===== src/rtl/bcmd_pkg.sv =====
package bcmd_pkg;

  localparam int STW = 3;

  typedef enum logic [STW-1:0] {
    ST_INTA  = 3'd0,
    ST_IORD  = 3'd1,
    ST_IOWR  = 3'd2,
    ST_HALT  = 3'd3,
    ST_FETCH = 3'd4,
    ST_MRD   = 3'd5,
    ST_MWR   = 3'd6,
    ST_PASS  = 3'd7
  } stat_e;

  typedef enum logic [2:0] {
    PH_IDLE = 3'd0,
    PH_T1   = 3'd1,
    PH_T2   = 3'd2,
    PH_T3   = 3'd3,
    PH_TW   = 3'd4,
    PH_T4   = 3'd5
  } phase_e;

  typedef struct packed {
    logic mrd;
    logic mwr;
    logic amwr;
    logic iord;
    logic iowr;
    logic aiowr;
    logic inta;
  } cmd_t;

  function automatic logic opens_cycle(stat_e s);
    return (s != ST_PASS) && (s != ST_HALT);
  endfunction

  function automatic logic is_inbound(stat_e s);
    return (s == ST_INTA) || (s == ST_IORD) || (s == ST_FETCH) || (s == ST_MRD);
  endfunction

  function automatic logic is_mem_read(stat_e s);
    return (s == ST_FETCH) || (s == ST_MRD);
  endfunction

  function automatic logic in_cycle(phase_e p);
    return p != PH_IDLE;
  endfunction

  function automatic logic cmd_window(phase_e p);
    return (p == PH_T2) || (p == PH_T3) || (p == PH_TW);
  endfunction

  function automatic logic late_window(phase_e p);
    return (p == PH_T3) || (p == PH_TW);
  endfunction

endpackage


===== src/rtl/bcmd_phase.sv =====
module bcmd_phase
  import bcmd_pkg::*;
(
  input  logic           clk,
  input  logic           rst_n,
  input  logic [STW-1:0] stat_i,
  input  logic           rdy_i,
  output phase_e         phase_o,
  output stat_e          kind_o,
  output logic           start_o
);

  stat_e  stat_now;
  stat_e  stat_q;
  phase_e phase_q;
  phase_e phase_d;
  stat_e  kind_q;
  logic   may_open;

  assign stat_now = stat_e'(stat_i);
  assign may_open = (phase_q == PH_IDLE) || (phase_q == PH_T4);
  assign start_o  = may_open && (stat_q == ST_PASS) && opens_cycle(stat_now);

  always_comb begin
    phase_d = phase_q;
    unique case (phase_q)
      PH_IDLE: phase_d = start_o ? PH_T1 : PH_IDLE;
      PH_T1:   phase_d = PH_T2;
      PH_T2:   phase_d = PH_T3;
      PH_T3:   phase_d = rdy_i ? PH_T4 : PH_TW;
      PH_TW:   phase_d = rdy_i ? PH_T4 : PH_TW;
      PH_T4:   phase_d = start_o ? PH_T1 : PH_IDLE;
      default: phase_d = PH_IDLE;
    endcase
  end

  always_ff @(posedge clk or negedge rst_n) begin
    if (!rst_n) begin
      stat_q  <= ST_PASS;
      phase_q <= PH_IDLE;
      kind_q  <= ST_PASS;
    end else begin
      stat_q  <= stat_now;
      phase_q <= phase_d;
      if (start_o) kind_q <= stat_now;
    end
  end

  assign phase_o = phase_q;
  assign kind_o  = kind_q;

endmodule


===== src/rtl/bcmd_decode.sv =====
module bcmd_decode
  import bcmd_pkg::*;
(
  input  phase_e phase_i,
  input  stat_e  kind_i,
  output cmd_t   cmd_raw_o,
  output logic   ale_o,
  output logic   den_raw_o,
  output logic   dir_tx_o,
  output logic   cascade_o
);

  logic win;
  logic late;

  assign win  = cmd_window(phase_i);
  assign late = late_window(phase_i);

  always_comb begin
    cmd_raw_o       = '0;
    cmd_raw_o.mrd   = win  && is_mem_read(kind_i);
    cmd_raw_o.amwr  = win  && (kind_i == ST_MWR);
    cmd_raw_o.mwr   = late && (kind_i == ST_MWR);
    cmd_raw_o.iord  = win  && (kind_i == ST_IORD);
    cmd_raw_o.aiowr = win  && (kind_i == ST_IOWR);
    cmd_raw_o.iowr  = late && (kind_i == ST_IOWR);
    cmd_raw_o.inta  = win  && (kind_i == ST_INTA);
  end

  assign ale_o     = (phase_i == PH_T1);
  assign den_raw_o = win;
  assign dir_tx_o  = !(in_cycle(phase_i) && is_inbound(kind_i));
  assign cascade_o = (phase_i == PH_T1) && (kind_i == ST_INTA);

endmodule


===== src/rtl/bcmd_gate.sv =====
module bcmd_gate
  import bcmd_pkg::*;
(
  input  cmd_t cmd_raw_i,
  input  logic den_raw_i,
  input  logic cascade_i,
  input  logic bus_off_i,
  input  logic cmd_ena_i,
  input  logic sys_bus_i,
  output cmd_t cmd_o,
  output logic den_o,
  output logic mce_pden_o
);

  logic cmd_allow;

  assign cmd_allow  = cmd_ena_i && !bus_off_i;
  assign cmd_o      = cmd_allow ? cmd_raw_i : '0;
  assign den_o      = den_raw_i && cmd_ena_i;
  assign mce_pden_o = sys_bus_i ? den_o : cascade_i;

endmodule


===== src/rtl/bcmd_gen.sv =====
module bcmd_gen
  import bcmd_pkg::*;
(
  input  logic           clk,
  input  logic           rst_n,
  input  logic [STW-1:0] stat_i,
  input  logic           rdy_i,
  input  logic           bus_off_i,
  input  logic           cmd_ena_i,
  input  logic           sys_bus_i,
  output logic           ale_o,
  output logic           den_o,
  output logic           dir_tx_o,
  output logic           mem_rd_o,
  output logic           mem_wr_o,
  output logic           mem_wr_adv_o,
  output logic           io_rd_o,
  output logic           io_wr_o,
  output logic           io_wr_adv_o,
  output logic           int_ack_o,
  output logic           mce_pden_o
);

  phase_e phase_w;
  stat_e  kind_w;
  logic   cyc_start_w;
  cmd_t   cmd_raw_w;
  cmd_t   cmd_w;
  logic   den_raw_w;
  logic   cascade_w;

  bcmd_phase u_phase (
    .clk     (clk),
    .rst_n   (rst_n),
    .stat_i  (stat_i),
    .rdy_i   (rdy_i),
    .phase_o (phase_w),
    .kind_o  (kind_w),
    .start_o (cyc_start_w)
  );

  bcmd_decode u_decode (
    .phase_i   (phase_w),
    .kind_i    (kind_w),
    .cmd_raw_o (cmd_raw_w),
    .ale_o     (ale_o),
    .den_raw_o (den_raw_w),
    .dir_tx_o  (dir_tx_o),
    .cascade_o (cascade_w)
  );

  bcmd_gate u_gate (
    .cmd_raw_i  (cmd_raw_w),
    .den_raw_i  (den_raw_w),
    .cascade_i  (cascade_w),
    .bus_off_i  (bus_off_i),
    .cmd_ena_i  (cmd_ena_i),
    .sys_bus_i  (sys_bus_i),
    .cmd_o      (cmd_w),
    .den_o      (den_o),
    .mce_pden_o (mce_pden_o)
  );

  assign mem_rd_o     = cmd_w.mrd;
  assign mem_wr_o     = cmd_w.mwr;
  assign mem_wr_adv_o = cmd_w.amwr;
  assign io_rd_o      = cmd_w.iord;
  assign io_wr_o      = cmd_w.iowr;
  assign io_wr_adv_o  = cmd_w.aiowr;
  assign int_ack_o    = cmd_w.inta;

endmodule


===== config.mk =====
export PLATFORM = sky130hd
export DESIGN_NAME = bcmd_gen
export DESIGN_NICKNAME = d
export VERILOG_FILES = /design/src/rtl/bcmd_pkg.sv /design/src/rtl/bcmd_phase.sv /design/src/rtl/bcmd_decode.sv /design/src/rtl/bcmd_gate.sv /design/src/rtl/bcmd_gen.sv
export SDC_FILE = /design/constraint.sdc
export NUM_CORES = 1
export LEC_CHECK = 0
export CORE_MARGIN = 2
export CORE_UTILIZATION = 44
export CTS_CLUSTER_SIZE = 30
export DETAILED_ROUTE_END_ITERATION = 6
export PLACE_DENSITY = 0.79
export SYNTH_ARGS = -nofsm -noshare
export SYNTH_HDL_FRONTEND = slang
export SYNTH_HIERARCHICAL = 1
export SYNTH_SLANG_ARGS = --single-unit

===== constraint.sdc =====
create_clock -name clk -period 1.99 [get_ports clk]
set_clock_uncertainty 0.05 [all_clocks]
set_input_delay 0.199 -clock clk [delete_from_list [all_inputs] [get_ports clk]]
set_output_delay 0.199 -clock clk [all_outputs]
set_load 0.05 [all_outputs]

After elaboration in Yosys (flattened, before gate mapping) --
Index checks and enable logic that the tools add are counted. W data, S select, Z words.
Cells by class: mux-type cells 5, reduce and logical (&&, ||, !) cells 29, equal/unequal tests 13
Operators by type and width (number):
- $eq A3 B3 Y1 const B | 6
- $logic_and A1 B1 Y1 | 14
- $pmux W3 S4 | 1
- $eq A3 B2 Y1 const B | 3
- $logic_or A1 B1 Y1 | 8
- $mux W7 | 1
- $eq A3 B1 Y1 const B | 2
- $logic_not A3 Y1 | 2
- $reduce_or A2 Y1 | 2
- $mux W1 | 3
- $ne A3 B2 Y1 const B | 1
- $ne A3 B3 Y1 const B | 1
- $reduce_bool A3 Y1 | 1
- $logic_not A1 Y1 | 2
Storage, ports and cells: input bits 9, logic and storage cells 50, output and inout port bits 11, flip-flop bits (word level) 9

Logic depth before layout (Yosys ltp) --
word-level depth 6, mapped depth 5, depth with buffers taken out 4

Modules after synthesis --
Netlist, hierarchy kept.
By module, submodules not included:
- bcmd_phase | instances 1, sequential area each 232.7 sq um, area an instance 384.1 sq um, cells each 30
- bcmd_decode | instances 1, sequential area each 0.0 sq um, area an instance 171.4 sq um, cells each 20
- bcmd_gate | instances 1, sequential area each 0.0 sq um, area an instance 81.3 sq um, cells each 10

Least setup slack after synthesis --
No wires, ideal clock.
kind register to output, start register u_phase.phase_q[1] (netlist: u_phase/phase_o[1]), end output mce_pden_o, path slack -556 ps, path buffers 0, required time 1741 ps, cell stages (with the launch flop) 4, arrival 2297 ps, cell sequence dfrtp_1 > nor3b_1 > nor4b_1 > mux2_4
Between the ends: elaborated cells on any way between the ends 9, those cells by class 4 x eq/ne; 1 x mux; 4 x reduce/logical
RTL lines:
- from (decl) | line bcmd_phase.sv:15 | phase_e phase_q;
- from (signal assigned) | line bcmd_phase.sv:44 | phase_q <= phase_d;
- $eq A3 B1 Y1
- via ale_o | line bcmd_gen.sv:11 | output logic ale_o,
- $logic_and A1 B1 Y1 | line bcmd_decode.sv:33 | assign cascade_o = (phase_i == PH_T1) && (kind_i == ST_INTA);
- via cascade_w | line bcmd_gen.sv:30 | logic cascade_w;
- $mux W1 | line bcmd_gate.sv:20 | assign mce_pden_o = sys_bus_i ? den_o : cascade_i;
- to (decl) | line bcmd_gen.sv:21 | output logic mce_pden_o
The timed path passes the listed nets, and every way through them passes these cells.

==> flow_summary.json <==
{
  "numnets_final": 95,
  "wl_um": 1290,
  "critPathRequiredTime_ns": 1.74,
  "routed-via-count": 528,
  "vdd_ir_drop_max_uv": 781,
  "initialDrtViolationCount": 4,
  "place_inst": 93,
  "cellPowerDensity_nw_per_um2": 1310,
  "switchingPower_uw": 585,
  "grt_pass1_vias": 464,
  "dpl_worst_slack_ns": 0.137,
  "clk_root_buffer_cell": "sky130_fd_sc_hd__clkbuf_4",
  "detail_route.wl_per_cell_um": 12.9,
  "grt_setup_unrepaired": "yes",
  "timing_worst_setup_path_type": "flip-flop to output pin",
  "grt.overflow.total": 0,
  "finalPower_mw": 1.33,
  "cp_max_fo": 6,
  "drv_slew": 0,
  "grt_start_max_net_pins": 12,
  "intPower_uw": 742,
  "synth.cell_area_um2": 633,
  "placed_area_um2": 940,
  "worstReg2RegStart": "u_phase/phase_o[1]",
  "critical-path-max-stage-delay_ns": 0.45,
  "postLayoutCellArea_um2": 1010,
  "post_cts_hold_buffer_count": 0,
  "layout.cells.non_filler": 100,
  "end_of_the_worst_register_to_register_path": "u_phase/kind_o[0]",
  "clock_power_share": 0.097,
  "tightestPinTransition_ns": 0.378,
  "r2r_cells": 4,
  "count_of_tritonroute_iterations_in_the_first_routing_pass": 4,
  "share_seq_of_total_power": 0.273,
  "final_routed_drc_violation_total": 0,
  "path_cells": "or3b_4 -> a2111oi_4 -> and2_4 -> buf_12",
  "status": "completed",
  "global_route.usage.total": 0.152,
  "period_minus_slack_ns": 1.96,
  "synth_area_per_cell_um2": 10.7,
  "tritoncts": "yes",
  "cp-end-kind": "output pin",
  "cp_slowest_cell": "sky130_fd_sc_hd__or3b_4",
  "timing.critical_path.from_type": "flip-flop",
  "ctsLongestPathBuffers": 2,
  "synth.yosys.warnings": 6,
  "n_antenna_cell": 0,
  "worst_hold_check_slack_ns": 0.184,
  "clock_pin_transition_on_the_worst_setup_and_hold_timing_paths_ns": 0.06,
  "fraction_of_the_cycle_the_final_worst_path_needs": 0.986,
  "final_layout_size_suffix_gt1_frac": 0.506,
  "worstPathArrival_ns": 1.71,
  "num_rows": 13,
  "leakagePower_nw": 0.393,
  "placement.io_buffers": 19,
  "dp.final_hpwl_um": 997,
  "areaGrowthSynthToFinish_pct": 60.1,
  "min_path_type": "input port to async pin",
  "setup_slack_ns": 0.0287,
  "netlist_instances": 59,
  "fmaxAchievable_ghz": 0.510,
  "fill_cells": 103,
  "finalHoldViolCount": 0,
  "cts_max_level": 1,
  "clk_latency_ns": 0.25,
  "fin_tns_setup_ns": 0,
  "chipHeight_um": 41.9,
  "drtAntennaViolNets": 0,
  "finalSetupViolCount": 0,
  "ioPinCount": 20,
  "final_util": 0.769,
  "comb_power_share": 0.630,
  "numCtsBuffers": 3,
  "cts.sinks": 9,
  "max_cap_violations": 0,
  "number_of_antenna_violations_at_the_first_check_in_global_routing": 0,
  "routed_via_density": 5.28,
  "die_x_um": 41.9,
  "floorplan.initialDensity": 0.481,
  "core_um2": 1320,
  "relSlewSlack": 0.747,
  "p_sw_frac": 0.441,
  "grt_first_pass_wirelength_um": 2060,
  "routabilityCongestion": 0.691,
  "synth_fp_nets": 68,
  "timing.reg2reg.setup_slack_ns": 0.52,
  "dieArea_um2": 1760
}
[cells in the final DEF (no fill, tap or decap), types with 2 or more instances in the layout]
master	count
sky130_fd_sc_hd__clkdlybuf4s50_1	8
sky130_fd_sc_hd__nand3b_1	2
sky130_fd_sc_hd__nand2_1	3
sky130_fd_sc_hd__and2_1	3
sky130_fd_sc_hd__dfrtp_1	3
sky130_fd_sc_hd__buf_12	9
sky130_fd_sc_hd__nand2b_1	2
sky130_fd_sc_hd__clkbuf_4	3
sky130_fd_sc_hd__xnor2_1	2
sky130_fd_sc_hd__dfstp_2	6
sky130_fd_sc_hd__and2_4	5
sky130_fd_sc_hd__a2111oi_4	2
sky130_fd_sc_hd__inv_1	2
sky130_fd_sc_hd__mux2_1	3
sky130_fd_sc_hd__a21oi_1	5
sky130_fd_sc_hd__buf_4	8
[final cells by class]
class                   instances  area [µm²]  share of cell area
multi-input cells              45         408               0.402
repair buffers                 25         320               0.316
inverters                       2        7.51             0.00741
flip-flops and latches          9         233               0.230
well taps                      15        18.8              0.0185
clock buffers                   4        26.3              0.0259
[layer usage]
metal,global-route usage,vias to the layer above,part of all wire
met5,0,-,0
met1,0.170,244,0.41
met2,0.275,18,0.53
li1,-,264,-
met4,0.0581,0,0.0031
met3,0.0348,2,0.060
[state kept, by name, summed over array words and instances (netlist names)]
name	flops
u_phase/stat_q	3
u_phase/kind_o	3
u_phase/phase_o	3
[worst max-delay path, delay by kind of cell (launching register included)]
| family | cells | cell delay (ns) |
|---|---|---|
| and+or+nand+nor | 2 | 0.65 |
| buffers and inverters | 1 | 0.13 |
| AOI/OAI and AO/OA | 1 | 0.31 |
| DFF | 1 | 0.37 |
[worst max path at each step]
stage,start,end,depth (start not counted)
floorplan,u_phase/phase_o[1],int_ack_o,4
global placement,u_phase/phase_o[1],int_ack_o,4
detailed placement,u_phase/phase_o[1],int_ack_o,4
CTS,u_phase/phase_o[1],int_ack_o,4
global route,u_phase/phase_o[0],int_ack_o,4
finish,u_phase/phase_o[0],int_ack_o,4
[power by group through the flow]
stage / logic [mW] / clock network, mW / registers [mW]
final: 0.837 / 0.129 / 0.362
after global routing: 0.889 / 0.150 / 0.370
after CTS: 0.787 / 0.138 / 0.365
after detailed placement: 0.773 / 0 / 0.366
after global placement: 0.756 / 0 / 0.358
after floorplan: 0.514 / 0 / 0.378
[what timing repair did]
| action | 4_1_cts | 5_1_grt |
|---|---|---|
| pin swaps | 0 | 3 |
| resized for setup | 4 | 4 |
| setup buffers | 0 | 3 |
| setup endpoints to repair | 3 | 5 |
Power figures use the tool's default switching activity.
